$ cat config.mk
export PLATFORM = sky130hd
export DESIGN_NAME = stack_alu_dp
export DESIGN_NICKNAME = d
export VERILOG_FILES = /design/src/rtl/stack_alu_dp.sv
export SDC_FILE = /design/constraint.sdc
export NUM_CORES = 1
export LEC_CHECK = 0
export BUFFER_PORTS_ARGS = -buffer_cell sky130_fd_sc_hd__clkbuf_2
export CAP_MARGIN = 20
export CORE_UTILIZATION = 28
export CTS_CLUSTER_DIAMETER = 50
export DETAILED_ROUTE_END_ITERATION = 10
export PLACE_DENSITY = 0.41
export SLEW_MARGIN = 20
export SYNTH_ARGS = -nofsm -noshare
export SYNTH_HDL_FRONTEND = slang
export SYNTH_SLANG_ARGS = --single-unit
$ cat constraint.sdc
create_clock -name clk -period 7.8 [get_ports clk]
set_input_delay 0 -clock clk [delete_from_list [all_inputs] [get_ports clk]]
set_output_delay 0 -clock clk [all_outputs]
set_load 0.005 [all_outputs]
$ cat src/rtl/stack_alu_dp.sv
module stack_alu_dp #(
  parameter int W    = 16,
  parameter int SW_W = 8
) (
  input  logic            clk,
  input  logic            clr,
  input  logic            t_load,
  input  logic            n_load,
  input  logic [1:0]      t_src,
  input  logic [5:0]      fn,
  input  logic [SW_W-1:0] sw,
  input  logic [W-1:0]    lit,
  output logic [W-1:0]    t_out,
  output logic [W-1:0]    n_out
);
  localparam logic [W-1:0] ONES = {W{1'b1}};
  localparam logic [W-1:0] ZERO = '0;

  logic [W-1:0] t_q, n_q, fres, t_nxt;
  logic         flag, is_cmp;

  assign t_out = t_q;
  assign n_out = n_q;

  always_comb begin
    flag   = 1'b0;
    is_cmp = 1'b1;
    case (fn)
      6'h22: flag = (t_q == ZERO);
      6'h23: flag = t_q[W-1];
      6'h24: flag = (n_q > t_q);
      6'h25: flag = (n_q < t_q);
      6'h26: flag = (n_q == t_q);
      6'h27: flag = (n_q >= t_q);
      6'h28: flag = (n_q <= t_q);
      6'h29: flag = (n_q != t_q);
      6'h2A: flag = ($signed(n_q) >  $signed(t_q));
      6'h2B: flag = ($signed(n_q) <  $signed(t_q));
      6'h2C: flag = ($signed(n_q) >= $signed(t_q));
      6'h2D: flag = ($signed(n_q) <= $signed(t_q));
      default: is_cmp = 1'b0;
    endcase
  end

  always_comb begin
    fres = t_q;
    if (is_cmp) fres = flag ? ONES : ZERO;
    else case (fn)
      6'h10: fres = n_q + t_q;
      6'h11: fres = n_q - t_q;
      6'h12: fres = t_q + 1'b1;
      6'h13: fres = t_q - 1'b1;
      6'h14: fres = ~t_q;
      6'h15: fres = n_q & t_q;
      6'h16: fres = n_q | t_q;
      6'h17: fres = n_q ^ t_q;
      6'h18: fres = {t_q[W-2:0], 1'b0};
      6'h19: fres = {1'b0, t_q[W-1:1]};
      6'h1A: fres = {t_q[W-1], t_q[W-1:1]};
      6'h1B: fres = n_q >> t_q;
      6'h1C: fres = n_q << t_q;
      6'h20: fres = ONES;
      6'h21: fres = ZERO;
      default: fres = t_q;
    endcase
  end

  always_comb begin
    case (t_src)
      2'd0: t_nxt = fres;
      2'd1: t_nxt = n_q;
      2'd2: t_nxt = {{(W-SW_W){1'b0}}, sw};
      default: t_nxt = lit;
    endcase
  end

  always_ff @(posedge clk or posedge clr) begin
    if (clr) begin
      t_q <= '0;
      n_q <= '0;
    end else begin
      if (t_load) t_q <= t_nxt;
      if (n_load) n_q <= t_q;
    end
  end
endmodule

==> impl_metrics.json, run 1 <==
{
  "status": "finished, final reports clean",
  "dp_hpwl_mm": 21.4,
  "critical-path-max-stage-delay_ps": 720,
  "rsz0062_at_grt": "no",
  "syn_to_final_growth_pct": 11.4,
  "grt_antenna_before_repair": 0,
  "coreArea_sq_um": 22900,
  "slew_headroom": 0.306,
  "cpLargestDelayFamily": "compound AO/OA/AOI/OAI gates",
  "design_area_sq_um": 7370,
  "power_uw": 1790,
  "setup_viol": 0,
  "gp_congestion": 0.878,
  "path_buf_inv": 1,
  "cts-root-buf": "clkbuf_16",
  "yosys_warnings": 0,
  "cp.required_ps": 7970,
  "vias": 7227,
  "place_ws_ps": 3320,
  "max_freq_mhz": 218,
  "hold_path_class": "in -> reg",
  "maxCapViolCount": 0,
  "crit_type": "reg -> reg",
  "path_cells": "inv_1 > ha_1 > nand4_1 > xnor2_1 > o21ai_0 > ha_1 > a21o_1 > a21oi_1 > o21ai_0 > a211oi_1 > o21ai_0 > xnor3_1 > o221ai_1 > a31oi_1",
  "synth-edff-count": 0,
  "grt_pass1_wl_mm": 43.5,
  "via_per_inst": 5.88,
  "vdd_drop_max_mv": 0.104,
  "placed_area_sq_um": 7190,
  "cts_tree": "built",
  "final-hold-violation-count": 0,
  "routed_wl_mm": 29.1,
  "dieHeight_um": 156,
  "detail_route.first_pass.iterations": 5,
  "drtIter0Drc": 575,
  "ff_latch_area_sq_um": 803,
  "ios": 68,
  "diodes": 0,
  "ys_ff_latch": 32,
  "start_util": 0.289,
  "cp.arrival_ps": 4760,
  "drt-met1-wl_mm": 13.5,
  "layout_commonest_cell": "nand2_1",
  "drc": 0,
  "worst_pin_slew_ps": 1030,
  "synth_cells": 891,
  "wl_met3_mm": 2.03,
  "synth-async-reset-ratio": 1.00,
  "cts_setup_buffers": 0,
  "crit_top_cell": "o21ai_0",
  "p_leak_uw": 0.00301,
  "die_x_um": 156,
  "cts_htree_levels": 2,
  "synth-main-ff-cell": "dfrtp_1",
  "multi_input_area_sq_um": 5360,
  "antenna_left": 0,
  "min_period_ps": 4590,
  "wl_per_cell_um": 23.7,
  "grt_max_degree": 51,
  "cp_slowest_cell": "a211oi_1",
  "nNetsFinal": 1017,
  "cts_buffers": 5,
  "path_clk_slew_ps": 60,
  "final_layout_size_suffix_gt1_frac": 0.143,
  "fill_cells": 2530,
  "top_layer": "met4",
  "ys_seq_area_frac": 0.121,
  "p_per_area_nw_per_um2": 242,
  "io_buffers": 67,
  "clockBufferDepth": 2,
  "syn_nets": 993,
  "worstPathMaxFanout": 10,
  "synthesis.area_sq_um": 6620,
  "syn_avg_cell_area_sq_um": 7.43,
  "cp-start-kind": "flip-flop",
  "grt_pass1_vias": 6744,
  "overflow": 0,
  "grtUsageTotal": 0.240,
  "cts.sinks": 32,
  "clock_skew_ps": 9.62,
  "slew_violations": 0,
  "fp.dieArea_sq_um": 24200,
  "synth_cell_types": 68,
  "end_kind": "flip-flop",
  "finalCritPeriodShare": 0.589,
  "tns_ps": 0,
  "wl_met2_mm": 12.7,
  "placementRows": 55,
  "worst_slack_ps": 3210,
  "worstSkewPairLatency_ps": 300,
  "final_cell_mix": "120 x nand2_1, 68 x o21ai_0, 67 x clkbuf_2, 64 x ha_1, 54 x a21oi_1"
}
## flip-flops by register name, indices dropped and copies added (netlist names)
register,cells
t_out,16
n_out,16
## cells in the mapped netlist (7+ instances only)
| cell | instances | area share |
|---|---|---|
| a211oi_1 | 8 | 0.0091 |
| a21o_1 | 11 | 0.012 |
| a21oi_1 | 54 | 0.041 |
| a221oi_1 | 29 | 0.038 |
| a31oi_1 | 11 | 0.010 |
| buf_2 | 14 | 0.011 |
| clkbuf_1 | 45 | 0.026 |
| dfrtp_1 | 32 | 0.12 |
| ha_1 | 64 | 0.12 |
| inv_1 | 50 | 0.028 |
| mux2i_1 | 30 | 0.045 |
| mux4_2 | 19 | 0.065 |
| nand2_1 | 120 | 0.068 |
| nand2b_1 | 14 | 0.013 |
| nand3_1 | 27 | 0.020 |
| nand4_1 | 11 | 0.010 |
| nor2_1 | 49 | 0.028 |
| nor2b_1 | 15 | 0.014 |
| nor3_1 | 24 | 0.018 |
| nor4_1 | 11 | 0.010 |
| o2111ai_1 | 7 | 0.0093 |
| o211ai_1 | 13 | 0.015 |
| o21ai_0 | 68 | 0.051 |
| o221ai_1 | 7 | 0.0093 |
| o22ai_1 | 9 | 0.0085 |
| o31ai_1 | 12 | 0.014 |
| xnor2_1 | 30 | 0.040 |
| xor2_1 | 7 | 0.0093 |
## cell families after synthesis
family	Yosys count	synth area share
buf+inv	118	0.0702
simple gates	293	0.208
mux	56	0.123
flops	32	0.121
xor+xnor	38	0.0524
compound gates	288	0.299
fa+ha+maj	66	0.127
## what timing repair did
item                      CTS  global route
hold endpoints to repair   33             0
gates resized for setup     0             0
hold buffers                2             0
## through the flow
stage / hold WS, ps / cells / util
after floorplan: 109 / 891 / -
after global placement: 126 / 1219 / 0.314
after detailed placement: 134 / 1219 / 0.314
after CTS: 8.50 / 1229 / 0.322
after global routing: 57.6 / 1229 / 0.322
final: 16.0 / 1229 / 0.322
## per-layer routing
| layer | track usage | vias to the layer above |
|---|---|---|
| met4 | 0.0770 | 0 |
| li1 | - | 3376 |
| met2 | 0.369 | 327 |
| met1 | 0.343 | 3482 |
| met5 | 0 | - |
| met3 | 0.0333 | 42 |
## worst register-to-register path: cells and delay by family (launching register included)
kind / cells / cell delay [ps]
AOI/OAI and AO/OA: 8 / 2020
adders and majority gates: 2 / 840
xor gates and xnor gates: 2 / 570
DFF: 1 / 540
buffers and inverters: 1 / 330
and+or+nand+nor: 1 / 180
## power breakdown
part / internal, uW / switching, uW
sequential: 199 / 132
combinational: 498 / 712
clock: 151 / 93.8
## area by class of cell
| cell class | count | area share |
|---|---|---|
| multi-input combinational | 741 | 0.727 |
| sequential | 32 | 0.109 |
| timing repair buffer | 82 | 0.0614 |
| tap | 313 | 0.0531 |
| inverter | 53 | 0.0270 |
| clock buffer | 6 | 0.0175 |
| clock inverter | 2 | 0.00475 |
## final timing paths
path                                      start                     to  slack [ps]  depth (start not counted)
max                        n_out[1]$_DFFE_PP0P_  t_out[15]$_DFFE_PP0P_        3210                         14
min                                       sw[4]   t_out[4]$_DFFE_PP0P_          20                          3
max reg2reg                n_out[1]$_DFFE_PP0P_  t_out[15]$_DFFE_PP0P_        3210                         14
min reg2reg                t_out[0]$_DFFE_PP0P_   t_out[0]$_DFFE_PP0P_         500                          2
max in group asynchronous                   clr   t_out[1]$_DFFE_PP0P_        7060                          4
min in group asynchronous                   clr   n_out[7]$_DFFE_PP0P_         360                          4
No activity file was read; power rests on OpenSTA's default activity.
==> inputs of run 2 (changes only) <==
ABC_AREA = 1   (was default)
clock period = 4.31 ns   (was 7.8 ns; I/O delays follow)
==> impl_metrics.json, run 2 <==
{
  "cp.arrival_ps": 3850,
  "synth_common_cells": "372 x nand2_1, 161 x nand3_1, 123 x nor2_1, 115 x inv_1, 80 x o21ai_0",
  "placementRows": 56,
  "ios": 68,
  "grt_pass1_wl_mm": 48.1,
  "rsz0062_at_grt": "no",
  "worstSkewPairLatency_ps": 300,
  "reg2reg_from": "n_out[0]$_DFFE_PP0P_",
  "hold_path_startpoint": "sw[7]",
  "switching_power_uw": 1890,
  "final_layout_size_suffix_gt1_frac": 0.104,
  "fin_util": 0.329,
  "path_clk_slew_ps": 60,
  "final_cell_mix": "372 x nand2_1, 161 x nand3_1, 123 x nor2_1, 115 x inv_1, 80 x o21ai_0",
  "placed_area_sq_um": 7540,
  "multi_input_area_sq_um": 5260,
  "io_buffers": 67,
  "syn_avg_cell_area_sq_um": 5.53,
  "yosysMostFrequentCell": "nand2_1",
  "post-place-cells": 1593,
  "nNetsFinal": 1384,
  "cts_buffers": 5,
  "dp_hpwl_mm": 24.6,
  "via_per_inst": 5.32,
  "grt_pass1_vias": 8022,
  "path_buf_inv": 2,
  "status": "finished, final reports clean",
  "synth-edff-count": 0,
  "rrSetupSlack_ps": 630,
  "maxCapViolCount": 0,
  "start_util": 0.285,
  "p_leak_uw": 0.00408,
  "overflow": 0,
  "slew_headroom": 0.474,
  "end_kind": "flip-flop",
  "cts_setup_buffers": 0,
  "final_cells": 1602,
  "vias": 8521,
  "ys_ff_latch": 32,
  "power_uw": 3340,
  "max_freq_mhz": 272,
  "intPower_uw": 1450,
  "yosysTopAreaCellShare": 0.209,
  "fp.dieArea_sq_um": 24500,
  "post-synth-top-area-cell": "nand2_1",
  "wl_per_cell_um": 19.7,
  "grt_antenna_before_repair": 0,
  "drc": 0,
  "crit_top_cell": "nand2_1",
  "power_frac_comb": 0.727,
  "r2r_cells": 23,
  "hold_end": "t_out[7]$_DFFE_PP0P_",
  "cts_tree": "built",
  "clock_skew_ps": 6.35,
  "vdd_drop_max_mv": 0.202,
  "layout_commonest_cell": "nand2_1",
  "clockBufferDepth": 2,
  "cp.required_ps": 4490,
  "detail_route.first_pass.iterations": 5,
  "hold_path_class": "in -> reg",
  "seqPwrFrac": 0.143,
  "grt_max_degree": 45,
  "slew_violations": 0,
  "cts_htree_levels": 2,
  "min_period_ps": 3680,
  "yosys_warnings": 0,
  "antenna_left": 0,
  "worstPathMaxFanout": 7,
  "cp_slowest_cell": "dfrtp_1",
  "crit_start": "n_out[0]$_DFFE_PP0P_",
  "cts-root-buf": "clkbuf_16",
  "synth_cell_types": 41,
  "grtUsageTotal": 0.262,
  "synthesis.area_sq_um": 6690,
  "synthTopCellsByArea": "nand2_1 21%, nand3_1 12%, dfrtp_1 12%",
  "syn_nets": 1311,
  "clockPowerShare": 0.130,
  "cp-start-kind": "flip-flop",
  "final-hold-violation-count": 0,
  "dieHeight_um": 157,
  "tns_ps": 0,
  "cts.sinks": 32,
  "whs_path_depth": 5,
  "design_area_sq_um": 7730,
  "ys_seq_area_frac": 0.120,
  "synth-async-reset-ratio": 1.00,
  "gp_congestion": 0.918,
  "critical-path-max-stage-delay_ps": 410,
  "worst_pin_slew_ps": 787,
  "synth-main-ff-cell": "dfrtp_1",
  "ff_latch_area_sq_um": 801,
  "diodes": 0,
  "swShare": 0.565,
  "synth_cells": 1209,
  "r2r_end": "t_out[15]$_DFFE_PP0P_",
  "routed_wl_mm": 31.6,
  "crit_type": "reg -> reg",
  "die_x_um": 157,
  "syn_to_final_growth_pct": 15.5,
  "path_cells": "inv_1 > ha_1 > inv_1 > nor2_1 > nand2_1 > nor3_2 > nand3_1 > nor3_2 > nand3_1 > nand2_1 > nand2_1 > o21ai_0 > ha_1 > a21o_1 > a21oi_1 > o21bai_1 > a21oi_1 > nand3b_1 > nand3_1 > nand2_1 > nand2_1 > nand2_1 > a21oi_1",
  "cpLargestDelayFamily": "simple AND/OR/NAND/NOR gates",
  "finalCritPeriodShare": 0.853,
  "p_per_area_nw_per_um2": 433,
  "drtIter0Drc": 659,
  "fill_cells": 2782,
  "setup_viol": 0,
  "coreArea_sq_um": 23500
}
run 2: repair_timing:
item	4_1_cts	5_1_grt
setup endpoints to repair	0	2
hold buffers	1	0
hold endpoints to repair	32	0
resized for setup	0	2
run 2: cells by family after synthesis:
family,count (synthesis),share of synthesized area
XOR/XNOR,13,0.0170
buffers and inverters,165,0.0961
flip-flops,32,0.120
AO/OA/AOI/OAI,207,0.175
adder cells (fa/ha/maj),66,0.126
AND/OR/NAND/NOR,726,0.466
run 2: power by group through the flow:
| stage | Sequential, uW | Clock (uW) | Combinational (uW) |
|---|---|---|---|
| 2_1_floorplan | 475 | 0 | 1590 |
| 3_3_place_gp | 483 | 0 | 2410 |
| 3_5_place_dp | 482 | 0 | 2400 |
| 4_1_cts | 476 | 443 | 2410 |
| 5_1_grt | 486 | 448 | 2710 |
| 6_report | 478 | 434 | 2430 |
run 2: metrics by stage:
stage	setup WS (ps)	hold WS (ps)
3_5_place_dp	446	125
5_1_grt	121	64.7
4_1_cts	428	26.5
6_report	634	27.8
3_3_place_gp	545	123
2_1_floorplan	1050	109
run 2: tightest hold or removal path: stages:
cell      delay, ps
clkbuf_2         80
a21oi_1          70
nand2_1          60
nand2_1          40
nand2_1          40
run 2: worst max-delay path by stage:
stage	depth (start not counted)	end
finish	23	t_out[15]$_DFFE_PP0P_
detailed placement	23	t_out[15]$_DFFE_PP0P_
floorplan	23	t_out[15]$_DFFE_PP0P_
CTS	23	t_out[15]$_DFFE_PP0P_
global route	23	t_out[15]$_DFFE_PP0P_
global placement	23	t_out[15]$_DFFE_PP0P_
run 2: final cells by class:
cell class	count	area share
multi-input cells	1012	0.680
clock buffers	6	0.0167
clock inverters	2	0.00453
well taps	319	0.0517
repair buffers	108	0.0835
inverters	123	0.0597
flip-flops and latches	32	0.104
run 2: per-layer routing:
metal	routed length (um)	vias to the layer above	share of wire	global-route usage
met1	14700	4028	0.47	0.360
met2	14600	265	0.46	0.435
met3	1550	34	0.049	0.0219
li1	-	4194	-	-
met4	731	0	0.023	0.0728
met5	0	-	0	0
==> inputs of run 3 (changes only) <==
CORE_ASPECT_RATIO = 1.4   (was default)
CORE_UTILIZATION = 40   (was 28)
PLACE_DENSITY = 0.55   (was 0.41)
==> impl_metrics.json, run 3 (synthesis results as in run 2) <==
{
  "status": "finished, violations left",
  "violations": "design-rule violations",
  "cts_setup_buffers": 0,
  "cts-root-buf": "clkbuf_16",
  "detail_route.first_pass.iterations": 9,
  "rsz0062_at_grt": "no",
  "dp_hpwl_mm": 23.1,
  "vdd_drop_max_mv": 0.194,
  "layout_commonest_cell": "nand2_1",
  "placementRows": 55,
  "nNetsFinal": 1375,
  "final_cells": 1473,
  "diodes": 0,
  "cts_tree": "built",
  "grtUsageTotal": 0.339,
  "path_cells": "inv_1 > ha_1 > inv_1 > nor2_1 > nand2_1 > nor3_1 > nand3_1 > nor3_1 > o22ai_1 > nand2_1 > nand2_1 > ha_1 > nand2_1 > inv_1 > nor3_1 > nand3_1 > a31o_2 > a21oi_1 > o21ai_0 > nand2_1 > nand2_1 > nand2_1 > a21oi_1",
  "overflow": 0,
  "crit_type": "reg -> reg",
  "finalCritPeriodShare": 0.861,
  "worst_pin_slew_ps": 699,
  "hold_path_class": "in -> reg",
  "worstPathMaxFanout": 7,
  "crit_top_cell": "nand2_1",
  "final_layout_size_suffix_gt1_frac": 0.0965,
  "path_clk_slew_ps": 60,
  "design_area_sq_um": 7500,
  "ios": 68,
  "via_per_inst": 5.78,
  "top_layer": "met4",
  "grt_max_degree": 45,
  "wl_met3_mm": 1.47,
  "fp.dieArea_sq_um": 17300,
  "drt-met1-wl_mm": 11.2,
  "wl_met2_mm": 14.4,
  "cp.arrival_ps": 3880,
  "post-place-cells": 1464,
  "cp-start-kind": "flip-flop",
  "p_leak_uw": 0.00403,
  "drtIter0Drc": 683,
  "slew_headroom": 0.529,
  "io_buffers": 67,
  "final_cell_mix": "372 x nand2_1, 161 x nand3_1, 123 x nor2_1, 115 x inv_1, 80 x o21ai_0",
  "grt_pass1_wl_mm": 44.9,
  "placed_area_sq_um": 7330,
  "cts_htree_levels": 2,
  "min_period_ps": 3710,
  "clock_skew_ps": 9.54,
  "clockBufferDepth": 2,
  "slew_violations": 0,
  "antenna_left": 0,
  "dieHeight_um": 155,
  "critical-path-max-stage-delay_ps": 410,
  "worstSkewPairLatency_ps": 290,
  "tns_ps": 0,
  "coreArea_sq_um": 16200,
  "postCtsHoldBufs": 1,
  "ff_latch_area_sq_um": 801,
  "routed_wl_mm": 29.2,
  "power_uw": 3260,
  "drc": 12,
  "wl_per_cell_um": 19.8,
  "maxCapViolCount": 0,
  "setup_viol": 0,
  "start_util": 0.412,
  "fill_cells": 1920,
  "end_kind": "flip-flop",
  "cts.sinks": 32,
  "grt_pass1_vias": 8167,
  "max_freq_mhz": 269,
  "vias": 8515,
  "post_cts_resize_count": 0,
  "grt_antenna_before_repair": 0,
  "final-hold-violation-count": 0,
  "multi_input_area_sq_um": 5250,
  "cts_buffers": 5,
  "gp_congestion": 0.961,
  "syn_to_final_growth_pct": 12.1,
  "die_x_um": 111,
  "cp_slowest_cell": "dfrtp_1",
  "p_per_area_nw_per_um2": 435,
  "cp.required_ps": 4480
}
-- run 3: changes by cell type in the layout (fill, tap and decap cells not counted) --
| cell | before | now |
|---|---|---|
| buf_4 | 40 | 31 |
| nor3_1 | 14 | 16 |
| nor3_2 | 3 | 1 |
-- run 3: stage by stage --
step | utilization | hold WS (ps) | setup WS [ps]
after floorplan | - | 109 | 1050
after global placement | 0.451 | 99.2 | 773
after detailed placement | 0.451 | 106 | 659
after CTS | 0.462 | 27.5 | 648
after global routing | 0.462 | 66.6 | 239
final | 0.462 | 25.1 | 598
-- run 3: power by group --
part	internal (uW)	switching (uW)	total, uW
sequential	363	147	511
clock	272	148	420
combinational	797	1530	2330
-- run 3: worst paths after layout --
| kind | startpoint | endpoint | slack [ps] | cells past startpoint |
|---|---|---|---|---|
| min | sw[7] | t_out[7]$_DFFE_PP0P_ | 30 | 5 |
| min in group asynchronous | clr | n_out[11]$_DFFE_PP0P_ | 330 | 4 |
| min reg2reg | t_out[6]$_DFFE_PP0P_ | t_out[6]$_DFFE_PP0P_ | 630 | 3 |
| max reg2reg | n_out[0]$_DFFE_PP0P_ | t_out[13]$_DFFE_PP0P_ | 600 | 23 |
| max | n_out[0]$_DFFE_PP0P_ | t_out[13]$_DFFE_PP0P_ | 600 | 23 |
| max in group asynchronous | clr | n_out[6]$_DFFE_PP0P_ | 3620 | 4 |
-- run 3: area by class of cell --
type,instances,area share
sequential,32,0.107
clock buffer,6,0.0172
inverter,123,0.0616
timing repair buffer,99,0.0771
multi-input combinational,1012,0.700
tap,199,0.0332
clock inverter,2,0.00467
-- run 3: routing by layer --
layer	vias to the layer above	GRT usage
met5	-	0
met3	111	0.0339
met4	0	0.237
met2	368	0.617
met1	3852	0.369
li1	4184	-
-- run 3: worst max-delay path, delay by kind of cell (launching register included) --
family	cells	cell delay, ps
fa+ha+maj	2	550
compound gates	5	660
simple gates	13	1740
flops	1	410
buf+inv	3	260
